`src/rtl/wdog_flags.sv`:
```
module wdog_flags #(
  parameter int CNT_W = 8
) (
  input  logic clk,
  input  logic por_n,
  input  logic rst_pin_n,
  input  logic tick,
  input  logic wdt_en,
  input  logic clr_cmd,
  input  logic sleep_cmd,
  output logic wdt_reset,
  output logic wdt_wake,
  output logic asleep,
  output logic flag_to,
  output logic flag_pd
);

  localparam logic [CNT_W-1:0] TERM = '1;

  logic [CNT_W-1:0] cnt;

  wire pin_hit = ~rst_pin_n;
  wire do_sleep = ~asleep & sleep_cmd;
  wire do_clr = ~asleep & clr_cmd & ~sleep_cmd;
  wire advance = wdt_en & tick;
  wire expire = advance & (cnt == TERM) & ~pin_hit & ~do_sleep & ~do_clr;
  wire restart = pin_hit | do_sleep | do_clr;

  always_ff @(posedge clk or negedge por_n) begin
    if (!por_n) begin
      cnt <= '0;
    end else if (restart) begin
      cnt <= '0;
    end else if (advance) begin
      cnt <= cnt + 1'b1;
    end
  end

  always_ff @(posedge clk or negedge por_n) begin
    if (!por_n) begin
      flag_to <= 1'b1;
      flag_pd <= 1'b1;
      asleep  <= 1'b0;
    end else if (pin_hit) begin
      if (asleep) begin
        flag_to <= 1'b1;
        flag_pd <= 1'b0;
        asleep  <= 1'b0;
      end
    end else if (do_sleep) begin
      flag_to <= 1'b1;
      flag_pd <= 1'b0;
      asleep  <= 1'b1;
    end else if (do_clr) begin
      flag_to <= 1'b1;
      flag_pd <= 1'b1;
    end else if (expire) begin
      flag_to <= 1'b0;
      flag_pd <= ~asleep;
      asleep  <= 1'b0;
    end
  end

  always_ff @(posedge clk or negedge por_n) begin
    if (!por_n) begin
      wdt_reset <= 1'b0;
      wdt_wake  <= 1'b0;
    end else begin
      wdt_reset <= expire & ~asleep;
      wdt_wake  <= expire & asleep;
    end
  end

endmodule

```
`config.mk`:
```
export PLATFORM = sky130hd
export DESIGN_NAME = wdog_flags
export DESIGN_NICKNAME = d
export VERILOG_FILES = /design/src/rtl/wdog_flags.sv
export SDC_FILE = /design/constraint.sdc
export NUM_CORES = 1
export LEC_CHECK = 0
export BUFFER_PORTS_ARGS = -buffer_cell sky130_fd_sc_hd__clkbuf_2
export CAP_MARGIN = 10
export CORE_MARGIN = 10
export CORE_UTILIZATION = 46
export DETAILED_ROUTE_END_ITERATION = 8
export GPL_TIMING_DRIVEN = 0
export PLACE_DENSITY = 0.81
export SETUP_SLACK_MARGIN = 0.5
export SLEW_MARGIN = 10
export SYNTH_ARGS = -nofsm -noshare
export SYNTH_HDL_FRONTEND = slang
export SYNTH_SLANG_ARGS = --single-unit
```
`constraint.sdc`:
```
create_clock -name clk -period 1.07 [get_ports clk]
set_input_delay 0.214 -clock clk [delete_from_list [all_inputs] [get_ports clk]]
set_output_delay 0.214 -clock clk [all_outputs]
set_load 0.02 [all_outputs]
```
==> results of run 1 <==
-- worst max-delay path: cells and delay by family (launching register included) --
family | cells | cell delay, ps
flops | 1 | 420
simple gates | 2 | 420
fa+ha+maj | 1 | 170
compound gates | 1 | 120
-- through the flow --
stage / hold WS [ps] / instance area [um2]
after detailed placement: 123.7 / 735.7
after CTS: -176.6 / 938.4
final: -198.1 / 973.4
after floorplan: -81.59 / 666.9
after global placement: 121.8 / 735.7
after global routing: -190.5 / 973.4
-- registers in the layout (all words and copies together), names as in the netlist --
name       cells
wdt_wake       1
flag_pd        1
asleep         1
cnt            8
flag_to        1
wdt_reset      1
-- Yosys cell counts (2+ instances only) --
| cell | n |
|---|---|
| nand2_1 | 4 |
| nand4_1 | 2 |
| dfrtp_1 | 11 |
| dfstp_2 | 2 |
| a21oi_1 | 4 |
| o31ai_1 | 2 |
| inv_1 | 2 |
| and2_1 | 2 |
| xor2_1 | 6 |
| nor2_1 | 9 |
| clkbuf_1 | 2 |
| o21ai_0 | 2 |
| nand3_1 | 3 |
-- area by class of cell --
class	count	area [um2]	share of cell area
plain buffers	2	18.77	0.01928
flip-flops and latches	13	329.1	0.3380
multi-input cells	46	351.6	0.3612
inverters	2	7.507	0.007712
repair buffers	24	221.5	0.2275
clock buffers	4	26.28	0.02699
well taps	15	18.77	0.01928
-- final timing paths --
check / start / to / slack [ps] / cells past startpoint
min reg2reg: cnt[7] / cnt[7] / 550 / 2
max reg2reg: cnt[1] / cnt[4] / -130 / 4
min: por_n / wdt_reset / -200 / 1
max: cnt[1] / cnt[4] / -130 / 4
max in group asynchronous: por_n / flag_to / 980 / 1
min in group clk: sleep_cmd / asleep / 260 / 3
-- logic make-up (layout without fill, tap and decap cells) --
kind of cell | Yosys count | after routing | synth area share
AO/OA/AOI/OAI | 12 | 12 | 0.1149
XOR/XNOR | 6 | 6 | 0.08046
adder cells (fa/ha/maj) | 1 | 1 | 0.01915
buffers and inverters | 4 | 32 | 0.02300
flip-flops | 13 | 13 | 0.5019
multiplexers | 1 | 1 | 0.01533
AND/OR/NAND/NOR | 26 | 26 | 0.2452
-- power breakdown --
group	switching (mW)	internal (mW)	total, mW
registers	0.00841	0.502	0.510
clock network	0.165	0.145	0.310
logic	0.0738	0.0740	0.148
total	0.248	0.721	0.968
-- routing by layer --
| layer | track usage | vias to the layer above | routed length, um | part of all wire |
|---|---|---|---|---|
| li1 | - | 273 | - | - |
| met4 | 0.01007 | 0 | 22 | 0.015 |
| met3 | 0.05882 | 4 | 119 | 0.080 |
| met5 | 0 | - | 0 | 0 |
| met1 | 0.1141 | 260 | 600 | 0.41 |
| met2 | 0.1595 | 14 | 737 | 0.50 |
-- timing repair --
item	in CTS	in global routing
pin swaps	11	9
endpoints found under the setup margin	18	18
cloned	0	0
resized for setup	19	8
setup buffers	12	2
endpoints found under the hold margin	11	11
==> results.ini, run 1 <==
[placed_design]
dpl.hpwl_um=857.4
place_inst=88
numPortBuffers=10
pre_cts_slack_ps=-162.6
gp_congestion=0.7443

[power_and_ir_drop]
p_total_mw=0.9682
irDropWorstVdd_mv=0.7595
power.density_nw_per_um2=994.6
power_leakage_nw=0.4570

[hold_path]
min_path_type=in -> async

[critical_path]
critPathKind=reg -> reg
cp-end-kind=flop
worstPathArrival_ps=1420
crit_slowest_cell=dfrtp_1
start_kind=flop
worstPathRequired_ps=1290
crit_chain=ha_4 -> nand3_4 -> or3_1 -> a21oi_1
critPathMaxFanout=5
cpPeakStageDelay_ps=420

[timing]
fin_crit_sh=1.118
final_max_slew_viol_count=0
slew_headroom=0.7655
finalSetupTns_ps=-1364
grt_setup_unrepaired=true
min_period_ps=1197
setup_viol=16
finalHoldViolations=11
max_freq_ghz=0.8357
whs_ps=-198.1
finClkSkew_ps=9.212
tightestPinTransition_ps=351.8
layout_setup_ws_ps=-126.6

[clock_network]
cts-root-buf=clkbuf_4
cts_tree=yes
htreeDepth=1
numCtsBuffers=3
clock_latency_ps=290
clock_sinks=13
clkTransAtPathRegs_ps=80
clk_path_buf_depth=2

[floorplan]
core_area_um2=1318
die_y_um=57.68
die_area_um2=3327
num_io_pins=12
die_w_um=57.68
num_rows=13
start_util=0.4957

[final_layout]
fillers=97
final_common_cell=dfrtp_1
fin_util=0.7388
area_delta_synth_final_pct=49.04
final_cells=106
layout.nets=100
antenna_cells=0
drive_above_1_share=0.4725
layout_common_cells=dfrtp_1, buf_4, nor2_1

[global_routing]
overflow=0
grt_max_degree=14
grtUsageTotal=0.09907
grt_pass1_wl_mm=2.691
grt_pass1_vias=599
antenna_found_initial=0

[synth]
async_flop_share=1.000
ys_seq_area_frac=0.5019
ys_warn_count=0
syn_inst=63
synth_fp_nets=71
synth_area_leaders=dfrtp_1, dfstp_2, xor2_1
ys_seq_elements=13
synth_top_area_cell=dfrtp_1
synthDistinctLibCells=25
ys.flop_type=dfrtp_1
synth.avg_cell_area_um2=10.37
synth_area_um2=653.1
synth_edf_count=0
netlist.area_leader.share=0.4215

[drt]
first_pass_iters=4
via_count=551
drt_iter0_drc=4
drc_errors=0
wire_per_inst_um=13.95
via_per_inst=5.198
final_antenna_net_count=0
wl_mm=1.479

[run_status]
violations=negative hold slack, negative setup slack
status=complete, but fails checks

[flow_run]
maxCapViolations=0

(Power assumes the default switching activity.)
==> inputs of run 2 (changes only) <==
SKIP_LAST_GASP = 1   (was unset)
==> results.ini, run 2 (synthesized netlist as in run 1, its figures left out) <==
[placed_design]
gp_congestion=0.7443
pre_cts_slack_ps=-162.6
place_area_um2=735.7
numPortBuffers=10
dpl.hpwl_um=857.4

[global_routing]
antenna_found_initial=0
overflow=0
grt_pass1_vias=608
grtUsageTotal=0.09991
grt_max_degree=14
grt_pass1_wl_mm=2.718

[critical_path]
critPathKind=reg -> reg
worstPathRequired_ps=1240
critPathMaxFanout=5
worstPathArrival_ps=1370
reg2reg_slack_ps=-130
start_kind=flop
cp-end-kind=flop

[clock_network]
cts-root-buf=clkbuf_4
clkTransAtPathRegs_ps=80
htreeDepth=1
clock_sinks=13
cts_tree=yes
numCtsBuffers=3
clk_path_buf_depth=2
clock_latency_ps=280

[final_layout]
layout.nets=100
area_delta_synth_final_pct=48.47
layout_common_cells=dfrtp_1, buf_6, buf_4
final_common_cell=dfrtp_1
fillers=98
top_register=cnt
design_area_um2=969.7
drive_above_1_share=0.4725
largest_reg_flops=8
antenna_cells=0

[drt]
via_count=558
final_antenna_net_count=0
wl_mm=1.482
drt_iter0_drc=1
wire_per_inst_um=13.98
first_pass_iters=3
drc_errors=0
via_per_inst=5.264

[timing]
slew_headroom=0.7533
fin_crit_sh=1.122
grt_setup_unrepaired=true
finClkSkew_ps=8.493
setup_viol=16
whs_ps=-193.0
final_max_slew_viol_count=0
tightestPinTransition_ps=370.1
min_period_ps=1201
max_freq_ghz=0.8329
layout_setup_ws_ps=-130.7
finalHoldViolations=11

[hold_path]
min_path_type=in -> async

[power_and_ir_drop]
irDropWorstVdd_mv=0.8810
power.density_nw_per_um2=994.3
power_leakage_nw=0.4557

[run_status]
violations=negative hold slack, negative setup slack
status=complete, but fails checks

[flow_run]
maxCapViolations=0

[floorplan]
num_io_pins=12
core_area_um2=1318
num_rows=13
start_util=0.4957
die_w_um=57.68
die_y_um=57.68
die_area_um2=3327

-- run 2: timing repair --
item	4_1_cts	5_1_grt
pin swaps	11	10
endpoints found under the setup margin	18	18
endpoints found under the hold margin	11	11
setup buffers	12	2
gates resized for setup	14	16
-- run 2: cell type report --
cell class | count | area, um2 | area share
multi-input combinational | 46 | 349.1 | 0.3600
sequential | 13 | 329.1 | 0.3394
timing repair buffer | 24 | 220.2 | 0.2271
clock buffer | 4 | 26.28 | 0.02710
buffer | 2 | 18.77 | 0.01935
tap | 15 | 18.77 | 0.01935
inverter | 2 | 7.507 | 0.007742
-- run 2: report_power, final --
group	leakage (nW)	switching (mW)	internal (mW)
sequential	0.172	0.00803	0.502
clock	0.0150	0.161	0.145
combinational	0.269	0.0747	0.0747
-- run 2: path summary, 6_finish.rpt --
| kind | end | startpoint | cells after the start |
|---|---|---|---|
| max | wdt_reset | asleep | 5 |
| min | wdt_reset | por_n | 1 |
| max reg2reg | wdt_reset | asleep | 5 |
| min reg2reg | cnt[7] | cnt[7] | 2 |
| max in group asynchronous | flag_to | por_n | 1 |
| min in group clk | cnt[1] | wdt_en | 3 |
-- run 2: worst max-delay path, cell delays in order, from the launching register on --
cell,delay (ps)
dfrtp_2,430
buf_8,130
o211ai_1,170
buf_4,160
nor3_4,40
and2_1,160
-- run 2: metal layers --
| metal | global-route usage | wire length, um |
|---|---|---|
| met5 | 0 | 0 |
| met4 | 0.01007 | 9 |
| met3 | 0.05882 | 121 |
| met2 | 0.1626 | 740 |
| met1 | 0.1139 | 611 |
-- run 2: through the flow --
stage                     power (mW)  setup TNS (ps)  cells  utilization
after CTS                     0.9512           -1233    104       0.6961
after global routing           1.030           -2402    106       0.7360
after global placement        0.6050           -1100     88       0.5584
final                         0.9642           -1368    106       0.7360
after floorplan               0.5669          -664.3     63            -
after detailed placement      0.6072           -1208     88       0.5584
